<file path="src/rtl/wmc_pkg.sv">
package wmc_pkg;

   typedef enum logic [1:0] {
      OP_NONE  = 2'd0,
      OP_CLEAN = 2'd1,
      OP_INV   = 2'd2,
      OP_CINV  = 2'd3
   } mop_e;

   localparam int RI_CTRL  = 0;
   localparam int RI_AUX   = 1;
   localparam int RI_STAT  = 2;
   localparam int RI_SYNC  = 3;
   localparam int RI_WCLN  = 4;
   localparam int RI_WINV  = 5;
   localparam int RI_WCINV = 6;
   localparam int RI_LCLN  = 8;
   localparam int RI_LINV  = 9;
   localparam int RI_LCINV = 10;
   localparam int RI_LOCK0 = 16;

endpackage

</file>
<file path="src/rtl/wmc_geom.sv">
module wmc_geom #(
   parameter int MAX_WAYS  = 16,
   parameter int DW        = 32,
   parameter int WSZ_W     = 3,
   parameter int WSZ_SHIFT = 3
) (
   input  logic                ways16,
   input  logic [WSZ_W-1:0]    wsz_field,
   output logic [MAX_WAYS-1:0] active_mask,
   output logic [DW-1:0]       cache_kb
);

   logic [DW-1:0] way_kb;

   generate
      if (MAX_WAYS < 16) begin : g_bad_ways
         $error("wmc_geom: MAX_WAYS must be at least 16");
      end
      for (genvar w = 0; w < MAX_WAYS; w++) begin : g_mask
         if (w < 8) begin : g_low
            assign active_mask[w] = 1'b1;
         end else if (w < 16) begin : g_high
            assign active_mask[w] = ways16;
         end else begin : g_none
            assign active_mask[w] = 1'b0;
         end
      end
   endgenerate

   always_comb begin
      way_kb   = DW'(1) << (DW'(wsz_field) + DW'(WSZ_SHIFT));
      cache_kb = ways16 ? (way_kb << 4) : (way_kb << 3);
   end

endmodule

</file>
<file path="src/rtl/wmc_walker.sv">
module wmc_walker
   import wmc_pkg::*;
#(
   parameter int SETS     = 16,
   parameter int MAX_WAYS = 16,
   parameter int TAG_W    = 8,
   localparam int SET_W   = $clog2(SETS),
   localparam int WAY_W   = $clog2(MAX_WAYS)
) (
   input  logic                clk,
   input  logic                rst_n,
   input  logic                way_start,
   input  mop_e                way_op,
   input  logic [MAX_WAYS-1:0] way_mask_in,
   input  logic                line_start,
   input  mop_e                line_op,
   input  logic [SET_W-1:0]    line_set,
   input  logic [TAG_W-1:0]    line_tag,
   input  logic                fill_en,
   input  logic [WAY_W-1:0]    fill_way,
   input  logic [SET_W-1:0]    fill_set,
   input  logic [TAG_W-1:0]    fill_tag,
   input  logic                fill_dirty,
   output logic                idle,
   output logic [MAX_WAYS-1:0] busy_mask,
   output mop_e                busy_op,
   output logic                line_busy,
   output mop_e                line_busy_op,
   output logic                wb_valid,
   output logic [WAY_W-1:0]    wb_way,
   output logic [SET_W-1:0]    wb_set
);

   typedef enum logic [1:0] {S_IDLE, S_WAY, S_LINE} wst_e;

   wst_e                st;
   logic [MAX_WAYS-1:0] mask_q;
   mop_e                op_q;
   logic [SET_W-1:0]    cnt;
   mop_e                lop_q;
   logic [SET_W-1:0]    lset_q;
   logic [TAG_W-1:0]    ltag_q;

   logic [MAX_WAYS-1:0] vld [SETS];
   logic [MAX_WAYS-1:0] drt [SETS];
   logic [TAG_W-1:0]    tg  [SETS][MAX_WAYS];

   logic [WAY_W-1:0]    cur_way;
   logic                hit;
   logic [WAY_W-1:0]    hit_way;
   logic                act_en;
   logic [WAY_W-1:0]    act_way;
   logic [SET_W-1:0]    act_set;
   mop_e                act_op;

   generate
      if (SETS < 2) begin : g_bad_sets
         $error("wmc_walker: SETS must be at least 2");
      end
   endgenerate

   function automatic logic [WAY_W-1:0] lowest(input logic [MAX_WAYS-1:0] m);
      logic [WAY_W-1:0] r;
      r = '0;
      for (int i = MAX_WAYS - 1; i >= 0; i--)
         if (m[i]) r = WAY_W'(i);
      return r;
   endfunction

   always_comb begin
      cur_way = lowest(mask_q);
      hit     = 1'b0;
      hit_way = '0;
      for (int w = 0; w < MAX_WAYS; w++) begin
         if (!hit && vld[lset_q][w] && (tg[lset_q][w] == ltag_q)) begin
            hit     = 1'b1;
            hit_way = WAY_W'(w);
         end
      end
      act_en  = 1'b0;
      act_way = cur_way;
      act_set = cnt;
      act_op  = op_q;
      if (st == S_WAY) begin
         act_en = 1'b1;
      end else if (st == S_LINE) begin
         act_en  = hit;
         act_way = hit_way;
         act_set = lset_q;
         act_op  = lop_q;
      end
   end

   assign wb_valid = act_en && act_op[0] && vld[act_set][act_way] && drt[act_set][act_way];
   assign wb_way   = act_way;
   assign wb_set   = act_set;

   // line state: refill marks, maintenance clears (maintenance wins)
   always_ff @(posedge clk) begin
      if (!rst_n) begin
         for (int s = 0; s < SETS; s++) begin
            vld[s] <= '0;
            drt[s] <= '0;
         end
      end else begin
         if (fill_en) begin
            vld[fill_set][fill_way] <= 1'b1;
            drt[fill_set][fill_way] <= fill_dirty;
         end
         if (act_en) begin
            drt[act_set][act_way] <= 1'b0;
            if (act_op[1]) vld[act_set][act_way] <= 1'b0;
         end
      end
   end

   always_ff @(posedge clk) begin
      if (fill_en) tg[fill_set][fill_way] <= fill_tag;
   end

   always_ff @(posedge clk) begin
      if (!rst_n) begin
         st     <= S_IDLE;
         mask_q <= '0;
         op_q   <= OP_NONE;
         cnt    <= '0;
         lop_q  <= OP_NONE;
         lset_q <= '0;
         ltag_q <= '0;
      end else begin
         case (st)
            S_IDLE: begin
               if (way_start) begin
                  mask_q <= way_mask_in;
                  op_q   <= way_op;
                  cnt    <= '0;
                  st     <= S_WAY;
               end else if (line_start) begin
                  lop_q  <= line_op;
                  lset_q <= line_set;
                  ltag_q <= line_tag;
                  st     <= S_LINE;
               end
            end
            S_WAY: begin
               if (cnt == SET_W'(SETS - 1)) begin
                  cnt             <= '0;
                  mask_q[cur_way] <= 1'b0;
                  if ((mask_q & ~(MAX_WAYS'(1) << cur_way)) == '0) st <= S_IDLE;
               end else begin
                  cnt <= cnt + 1'b1;
               end
            end
            default: st <= S_IDLE;
         endcase
      end
   end

   assign idle         = (st == S_IDLE);
   assign busy_mask    = mask_q;
   assign busy_op      = op_q;
   assign line_busy    = (st == S_LINE);
   assign line_busy_op = lop_q;

   // busy bits never rise except on a fresh start
   a_r1_bits_only_fall: assert property (@(posedge clk) disable iff (!rst_n)
      !way_start |=> ((mask_q & ~$past(mask_q)) == '0));

   // ways finish one at a time
   a_r2_one_way_at_a_time: assert property (@(posedge clk) disable iff (!rst_n)
      (mask_q != '0) |=> ($countones($past(mask_q) & ~mask_q) <= 1));

   // a single-line operation holds the engine one cycle
   a_r8_line_one_cycle: assert property (@(posedge clk) disable iff (!rst_n)
      line_busy |=> !line_busy);

endmodule

</file>
<file path="src/rtl/wmc_regs.sv">
module wmc_regs
   import wmc_pkg::*;
#(
   parameter int REG_AW    = 6,
   parameter int DW        = 32,
   parameter int MAX_WAYS  = 16,
   parameter int N_MASTERS = 8,
   parameter int SET_W     = 4,
   parameter int TAG_W     = 8,
   parameter int LINE_OFF  = 5
) (
   input  logic                clk,
   input  logic                rst_n,
   input  logic [REG_AW-1:0]   reg_addr,
   input  logic                reg_we,
   input  logic [DW-1:0]       reg_wdata,
   output logic [DW-1:0]       reg_rdata,
   input  logic [MAX_WAYS-1:0] active_mask,
   input  logic                idle,
   input  logic [MAX_WAYS-1:0] busy_mask,
   input  mop_e                busy_op,
   input  logic                line_busy,
   input  mop_e                line_busy_op,
   output logic                ctrl_en,
   output logic [DW-1:0]       aux,
   output logic                way_start,
   output mop_e                way_op,
   output logic [MAX_WAYS-1:0] way_mask,
   output logic                line_start,
   output mop_e                line_op,
   output logic [SET_W-1:0]    line_set,
   output logic [TAG_W-1:0]    line_tag
);

   localparam logic [REG_AW-1:0] A_CTRL  = REG_AW'(RI_CTRL);
   localparam logic [REG_AW-1:0] A_AUX   = REG_AW'(RI_AUX);
   localparam logic [REG_AW-1:0] A_STAT  = REG_AW'(RI_STAT);
   localparam logic [REG_AW-1:0] A_SYNC  = REG_AW'(RI_SYNC);
   localparam logic [REG_AW-1:0] A_WCLN  = REG_AW'(RI_WCLN);
   localparam logic [REG_AW-1:0] A_WINV  = REG_AW'(RI_WINV);
   localparam logic [REG_AW-1:0] A_WCINV = REG_AW'(RI_WCINV);
   localparam logic [REG_AW-1:0] A_LCLN  = REG_AW'(RI_LCLN);
   localparam logic [REG_AW-1:0] A_LINV  = REG_AW'(RI_LINV);
   localparam logic [REG_AW-1:0] A_LCINV = REG_AW'(RI_LCINV);

   generate
      if (MAX_WAYS > DW) begin : g_bad_dw
         $error("wmc_regs: way mask wider than data word");
      end
      if (RI_LOCK0 + 2 * N_MASTERS > (1 << REG_AW)) begin : g_bad_aw
         $error("wmc_regs: lockdown registers exceed address space");
      end
      if (LINE_OFF + SET_W + TAG_W > DW) begin : g_bad_addr
         $error("wmc_regs: line address fields exceed data word");
      end
   endgenerate

   logic                err_q;
   logic                sync_busy;
   logic                way_refuse;
   logic                err_set;
   mop_e                way_wr_op;
   mop_e                line_wr_op;
   logic [MAX_WAYS-1:0] lock_d_w [N_MASTERS];
   logic [MAX_WAYS-1:0] lock_i_w [N_MASTERS];

   always_comb begin
      way_wr_op  = OP_NONE;
      line_wr_op = OP_NONE;
      if (reg_we) begin
         case (reg_addr)
            A_WCLN:  way_wr_op  = OP_CLEAN;
            A_WINV:  way_wr_op  = OP_INV;
            A_WCINV: way_wr_op  = OP_CINV;
            A_LCLN:  line_wr_op = OP_CLEAN;
            A_LINV:  line_wr_op = OP_INV;
            A_LCINV: line_wr_op = OP_CINV;
            default: ;
         endcase
      end
   end

   assign way_mask   = reg_wdata[MAX_WAYS-1:0] & active_mask;
   assign way_refuse = !idle || ((way_wr_op == OP_INV) && ctrl_en);
   assign way_start  = (way_wr_op != OP_NONE) && !way_refuse && (way_mask != '0);
   assign way_op     = way_wr_op;
   assign line_start = (line_wr_op != OP_NONE) && idle;
   assign line_op    = line_wr_op;
   assign line_set   = reg_wdata[LINE_OFF +: SET_W];
   assign line_tag   = reg_wdata[LINE_OFF + SET_W +: TAG_W];
   assign err_set    = ((way_wr_op != OP_NONE) && way_refuse) ||
                       ((line_wr_op != OP_NONE) && !idle);

   always_ff @(posedge clk) begin
      if (!rst_n) begin
         ctrl_en   <= 1'b0;
         aux       <= '0;
         err_q     <= 1'b0;
         sync_busy <= 1'b0;
      end else begin
         if (reg_we && reg_addr == A_CTRL) ctrl_en <= reg_wdata[0];
         if (reg_we && reg_addr == A_AUX)  aux     <= reg_wdata;
         if (err_set)                          err_q <= 1'b1;
         else if (reg_we && reg_addr == A_STAT) err_q <= 1'b0;
         if (reg_we && reg_addr == A_SYNC) sync_busy <= 1'b1;
         else if (idle)                    sync_busy <= 1'b0;
      end
   end

   generate
      for (genvar m = 0; m < N_MASTERS; m++) begin : g_lock
         logic [MAX_WAYS-1:0] d_q;
         logic [MAX_WAYS-1:0] i_q;
         always_ff @(posedge clk) begin
            if (!rst_n) begin
               d_q <= '0;
               i_q <= '0;
            end else if (reg_we) begin
               if (reg_addr == REG_AW'(RI_LOCK0 + 2 * m))     d_q <= reg_wdata[MAX_WAYS-1:0];
               if (reg_addr == REG_AW'(RI_LOCK0 + 2 * m + 1)) i_q <= reg_wdata[MAX_WAYS-1:0];
            end
         end
         assign lock_d_w[m] = d_q;
         assign lock_i_w[m] = i_q;
      end
   endgenerate

   always_comb begin
      reg_rdata = '0;
      case (reg_addr)
         A_CTRL:  reg_rdata[0] = ctrl_en;
         A_AUX:   reg_rdata    = aux;
         A_STAT:  reg_rdata[0] = err_q;
         A_SYNC:  reg_rdata[0] = sync_busy;
         A_WCLN:  if (busy_op == OP_CLEAN) reg_rdata[MAX_WAYS-1:0] = busy_mask;
         A_WINV:  if (busy_op == OP_INV)   reg_rdata[MAX_WAYS-1:0] = busy_mask;
         A_WCINV: if (busy_op == OP_CINV)  reg_rdata[MAX_WAYS-1:0] = busy_mask;
         A_LCLN:  reg_rdata[0] = line_busy && (line_busy_op == OP_CLEAN);
         A_LINV:  reg_rdata[0] = line_busy && (line_busy_op == OP_INV);
         A_LCINV: reg_rdata[0] = line_busy && (line_busy_op == OP_CINV);
         default: begin
            for (int m = 0; m < N_MASTERS; m++) begin
               if (reg_addr == REG_AW'(RI_LOCK0 + 2 * m))     reg_rdata[MAX_WAYS-1:0] = lock_d_w[m];
               if (reg_addr == REG_AW'(RI_LOCK0 + 2 * m + 1)) reg_rdata[MAX_WAYS-1:0] = lock_i_w[m];
            end
         end
      endcase
   end

   // the drain flag cannot drop while a walk is still running
   a_r7_sync_holds: assert property (@(posedge clk) disable iff (!rst_n)
      (sync_busy && !idle) |=> sync_busy);

   // a refused command leaves the error flag raised next cycle
   a_r6_error_sticks: assert property (@(posedge clk) disable iff (!rst_n)
      err_set |=> err_q);

endmodule

</file>
<file path="src/rtl/way_maint_ctrl.sv">
module way_maint_ctrl
   import wmc_pkg::*;
#(
   parameter int SETS       = 16,
   parameter int MAX_WAYS   = 16,
   parameter int TAG_W      = 8,
   parameter int DW         = 32,
   parameter int REG_AW     = 6,
   parameter int N_MASTERS  = 8,
   parameter int LINE_BYTES = 32,
   parameter int WAYS_BIT   = 16,
   parameter int WSZ_LSB    = 17,
   parameter int WSZ_W      = 3,
   parameter int WSZ_SHIFT  = 3,
   localparam int SET_W     = $clog2(SETS),
   localparam int WAY_W     = $clog2(MAX_WAYS),
   localparam int LINE_OFF  = $clog2(LINE_BYTES)
) (
   input  logic                clk,
   input  logic                rst_n,
   input  logic [REG_AW-1:0]   reg_addr,
   input  logic                reg_we,
   input  logic [DW-1:0]       reg_wdata,
   output logic [DW-1:0]       reg_rdata,
   input  logic                fill_en,
   input  logic [WAY_W-1:0]    fill_way,
   input  logic [SET_W-1:0]    fill_set,
   input  logic [TAG_W-1:0]    fill_tag,
   input  logic                fill_dirty,
   output logic                wb_valid,
   output logic [WAY_W-1:0]    wb_way,
   output logic [SET_W-1:0]    wb_set,
   output logic [MAX_WAYS-1:0] active_way_mask,
   output logic [DW-1:0]       cache_size_kb
);

   logic                ctrl_en;
   logic [DW-1:0]       aux;
   logic                idle;
   logic [MAX_WAYS-1:0] busy_mask;
   mop_e                busy_op;
   logic                line_busy;
   mop_e                line_busy_op;
   logic                way_start;
   mop_e                way_op;
   logic [MAX_WAYS-1:0] way_mask;
   logic                line_start;
   mop_e                line_op;
   logic [SET_W-1:0]    line_set;
   logic [TAG_W-1:0]    line_tag;

   wmc_geom #(
      .MAX_WAYS(MAX_WAYS), .DW(DW), .WSZ_W(WSZ_W), .WSZ_SHIFT(WSZ_SHIFT)
   ) u_geom (
      .ways16      (aux[WAYS_BIT]),
      .wsz_field   (aux[WSZ_LSB +: WSZ_W]),
      .active_mask (active_way_mask),
      .cache_kb    (cache_size_kb)
   );

   wmc_regs #(
      .REG_AW(REG_AW), .DW(DW), .MAX_WAYS(MAX_WAYS), .N_MASTERS(N_MASTERS),
      .SET_W(SET_W), .TAG_W(TAG_W), .LINE_OFF(LINE_OFF)
   ) u_regs (
      .clk          (clk),
      .rst_n        (rst_n),
      .reg_addr     (reg_addr),
      .reg_we       (reg_we),
      .reg_wdata    (reg_wdata),
      .reg_rdata    (reg_rdata),
      .active_mask  (active_way_mask),
      .idle         (idle),
      .busy_mask    (busy_mask),
      .busy_op      (busy_op),
      .line_busy    (line_busy),
      .line_busy_op (line_busy_op),
      .ctrl_en      (ctrl_en),
      .aux          (aux),
      .way_start    (way_start),
      .way_op       (way_op),
      .way_mask     (way_mask),
      .line_start   (line_start),
      .line_op      (line_op),
      .line_set     (line_set),
      .line_tag     (line_tag)
   );

   wmc_walker #(
      .SETS(SETS), .MAX_WAYS(MAX_WAYS), .TAG_W(TAG_W)
   ) u_walker (
      .clk          (clk),
      .rst_n        (rst_n),
      .way_start    (way_start),
      .way_op       (way_op),
      .way_mask_in  (way_mask),
      .line_start   (line_start),
      .line_op      (line_op),
      .line_set     (line_set),
      .line_tag     (line_tag),
      .fill_en      (fill_en),
      .fill_way     (fill_way),
      .fill_set     (fill_set),
      .fill_tag     (fill_tag),
      .fill_dirty   (fill_dirty),
      .idle         (idle),
      .busy_mask    (busy_mask),
      .busy_op      (busy_op),
      .line_busy    (line_busy),
      .line_busy_op (line_busy_op),
      .wb_valid     (wb_valid),
      .wb_way       (wb_way),
      .wb_set       (wb_set)
   );

   // no drop-by-way walk may begin with the cache switched on
   a_r5_inv_refused_enabled: assert property (@(posedge clk) disable iff (!rst_n)
      (way_start && way_op == OP_INV) |-> !ctrl_en);

   // a walk only ever holds usable ways once started
   a_r9_walk_within_active: assert property (@(posedge clk) disable iff (!rst_n)
      way_start |=> ((busy_mask & ~$past(active_way_mask)) == '0));

endmodule

</file>
<file path="config.mk">
export PLATFORM = sky130hd
export DESIGN_NAME = way_maint_ctrl
export DESIGN_NICKNAME = d
export VERILOG_FILES = /design/src/rtl/wmc_pkg.sv /design/src/rtl/wmc_geom.sv /design/src/rtl/wmc_walker.sv /design/src/rtl/wmc_regs.sv /design/src/rtl/way_maint_ctrl.sv
export SDC_FILE = /design/constraint.sdc
export NUM_CORES = 2
export LEC_CHECK = 0
export BUFFER_PORTS_ARGS = -buffer_cell sky130_fd_sc_hd__buf_2
export CORE_MARGIN = 5
export CORE_UTILIZATION = 30
export DETAILED_ROUTE_END_ITERATION = 6
export SETUP_SLACK_MARGIN = 0.3
export SKIP_LAST_GASP = 1
export SLEW_MARGIN = 20
export SYNTH_ARGS = -nofsm -noshare
export SYNTH_HDL_FRONTEND = slang
export SYNTH_HIERARCHICAL = 1
export SYNTH_SLANG_ARGS = --single-unit
</file>
<file path="constraint.sdc">
create_clock -name clk -period 5.2 [get_ports clk]
set_input_delay 1.04 -clock clk [delete_from_list [all_inputs] [get_ports clk]]
set_output_delay 1.04 -clock clk [all_outputs]
set_load 0.005 [all_outputs]
</file>
==> run metrics <==
post-synthesis mux area share=0.121; Finished Cell Area=0.149 mm^2; final worst slack=-1.92 ns; Chip Height=649 um; largest family of logic cells by synthesized area=multiplexers; Post-Route WL=457000 um; Hold Fails Final Rpt=0; crit start category=flop; Syn-to-layout area delta=21.4%; All-Layer GR Usage=0.207; DP HPWL=304000 um; CTS root buffer=clkbuf_16; fin crit period=7.12 ns; met1 layer usage reported by global route=0.269; Worst-Margin Slew=1.31 ns; deepest clock path buffer count=4; FF+latch count, synth=2893; failing checks=design-rule violations, negative setup slack; final estimated routing congestion in global placement=0.945; crit path kind=reg2out; Post-Layout Cell Count=15524; post-synthesis xor/xnor area fraction=0.00808; Critical Path End Type=primary output; share of cells above drive strength 1=0.244; starting density of the core=0.301; Worst Skew=0.126 ns; sequential share of the synthesized area=0.641; synth unique cells=104; Slew headroom=0.127; Synth Area in Adders=0.000102; Post-synth EDFFs=2048; CP max FO=13; DRC=10; Worst-Skew Late Latency=0.94 ns; GRT busiest layer=met2; total power=0.0484 W; detailed-route via count=88009; Max IR drop VDD=0.276 mV; Core Rows=234; synth warn=6; Async SR Flop Fraction=0; critical path data required time=4.16 ns; top_reg_cell synth=edfxtp_1; Nets=9888; core area=0.406 mm^2; Max Cap Viol=0; final setup vio count=350; cell accounting for the most synthesized area=edfxtp_1; status=finished with violations; Worst Hold Class=in2reg; gr ovfl total=0; complex-gate fraction of the synthesized area=0.111; Syn Inst Count=8998; Slew Limit Fails=0; Starting DRT DRC Count=12582; initial antenna violation count=35; met3 Usage GRT=0.0482; average cell area after synthesis=13.6 um^2; WL per Instance=29.5 um; clock buffer count from CTS=312; pwr dens=325 mW/mm^2; die area=0.421 mm^2; pin count of the biggest net entering global routing=189; met2 usage=0.320; final critical-path share of the clock period=1.37; Ports=148; Routed Antenna Nets=0; CTS H-tree lvls=5; vias in the first global route=85111; # clock sinks=2893; Port Buf Inserts=116; Cell Area, Placed=0.137 mm^2; Clock Pin Slew Worst Setup and Hold Paths=0.06 ns; fill cell count=38360; share of the synthesized area in the top cell type=0.502; first-pass GRT wire length=640000 um; Leak=48.0 nW; Post-CTS Hold Buffers=0; DRT Pass-1 Iters=7; Max Clk Rate=140 MHz; drt via density=5.67; dpl cells=14859; RSZ-0062 raised after global routing=true; top area cells in the synthesized netlist=edfxtp_1 50%, dfxtp_1 14%, mux4_2 8.6%, mux2i_1 3.0%, nand2_1 2.7%; synthesized area=0.122 mm^2; CP Data Arrival Time=6.08 ns; Die Span X=649 um; post-synthesis simple-gate area fraction=0.0872; CTS tree=done
## sequential cells by signal, summed over array words and instances, names as in the netlist, 4 cells and up, named ones only
name	flops
u_walker/ltag_q	8
u_regs/g_lock.i_q	128
u_regs/g_lock.d_q	128
u_walker/lset_q	4
u_walker/drt	256
u_walker/tg	2048
u_walker/cnt	4
u_walker/vld	256
u_regs/aux	32
u_walker/busy_mask	16
## synth_stat cells (all sizes together) (7+ instances only)
cell type	count
o221a	26
edfxtp	2048
and3	57
nand4	29
mux4	467
a22o	39
and2	51
nor4	28
buf	336
a2111oi	7
o21ai	315
mux2i	364
a211o	7
nand3b	8
a222oi	23
nor3b	9
a21o	9
a221oi	50
clkbuf	425
a211oi	15
or2	13
o211ai	273
or4	12
nand2	877
dfxtp	845
o31ai	10
mux2	59
a31oi	56
o22ai	51
nand2b	28
nor2	431
a21oi	553
a311oi	85
nor2b	40
xnor2	96
o21a	7
o2111ai	10
a22oi	127
nand3	316
xor2	17
or3	266
inv	27
a21boi	329
nor3	62
## final timing paths
kind / start / endpoint / slack [ns] / cells after the start
worst min-delay path: reg_wdata[30] / u_regs/aux[30] / 0.40 / 3
worst min register to register: u_regs/g_lock[3].i_q[10] / u_regs/g_lock[3].i_q[10] / 0.45 / 2
worst max-delay path: flop / wb_valid / -1.92 / 18
worst max register to register: flop / u_walker/drt[6][10] / -0.42 / 24
## per-stage QoR
step	utilization	setup TNS (ns)	hold slack (ns)	setup WS, ns
2_1_floorplan	-	0	0.435	0.133
3_3_place_gp	0.336	-373.14	0.441	-2.72
3_5_place_dp	0.337	-392.64	0.448	-2.32
4_1_cts	0.365	-31.44	0.309	-1.88
5_1_grt	0.366	-81.97	0.351	-1.96
6_report	0.366	-64.48	0.403	-1.92
## layer usage
metal  up-vias  part of all wire
met4        18             0.066
met5         -           0.00028
met1     44722              0.38
met3      1212              0.11
met2      5655              0.45
li1      36402                 -
## critical path, stage by stage (launching register included)
cell and delay (ns):
dfxtp_4 0.43, buf_12 0.17, buf_16 0.17, buf_4 0.27, mux4_2 0.53, mux2i_1 0.28
mux2i_1 0.15, xnor2_1 0.15, nand2_1 0.11, nor4b_4 0.74, buf_4 0.23, nand2b_4 0.19
buf_4 0.14, o41a_4 0.21, a22oi_2 0.22, a31oi_1 0.26, o211ai_1 0.19, a211oi_4 0.47
buf_2 0.21
## placed cells by master, fill, tap and decap left out, types with 54 or more instances in the layout
cell type,n
nor2_1,370
edfxtp_1,2048
a21oi_1,551
buf_2,104
and3_1,57
buf_12,170
a22oi_1,125
xnor2_1,92
a311oi_1,84
mux4_2,467
buf_4,919
clkbuf_1,75
nand2_1,863
o211ai_1,273
a21boi_0,308
a31oi_1,54
mux2i_1,349
or3_1,266
mux2_2,57
dfxtp_1,835
nand3_1,308
clkbuf_16,325
o21ai_0,309
## logic make-up after synthesis
logic type,after synthesis
flip-flops,2893
AND/OR/NAND/NOR,2260
AO/OA/AOI/OAI,2047
multiplexers,890
buffers and inverters,792
XOR/XNOR,113
other,2
adder cells (fa/ha/maj),1
## cell type report
cell class	count	area (um^2)	area share
Clock inverter	153	1530	0.0103
Timing Repair Buffer	1248	11900	0.0803
Clock buffer	410	8530	0.0574
Tap cell	5428	6790	0.0457
Multi-Input combinational cell	5342	41200	0.277
Inverter	31	128	0.000859
Sequential cell	2893	78400	0.528
Antenna cell	19	47.5	0.000320
## where the power goes
group	internal [W]	switching, W	total [W]
registers	0.0247	0.0000251	0.0247
clock network	0.0129	0.00932	0.0222
logic	0.000413	0.00104	0.00146
total	0.0380	0.0104	0.0484
## timing repair
item                                    4_1_cts  5_1_grt
setup buffers                                62       10
endpoints found under the setup margin      517      518
resized for setup                            83       21
pin swaps                                    26       21
cloned                                        9        1
Power figures use the tool's default switching activity.
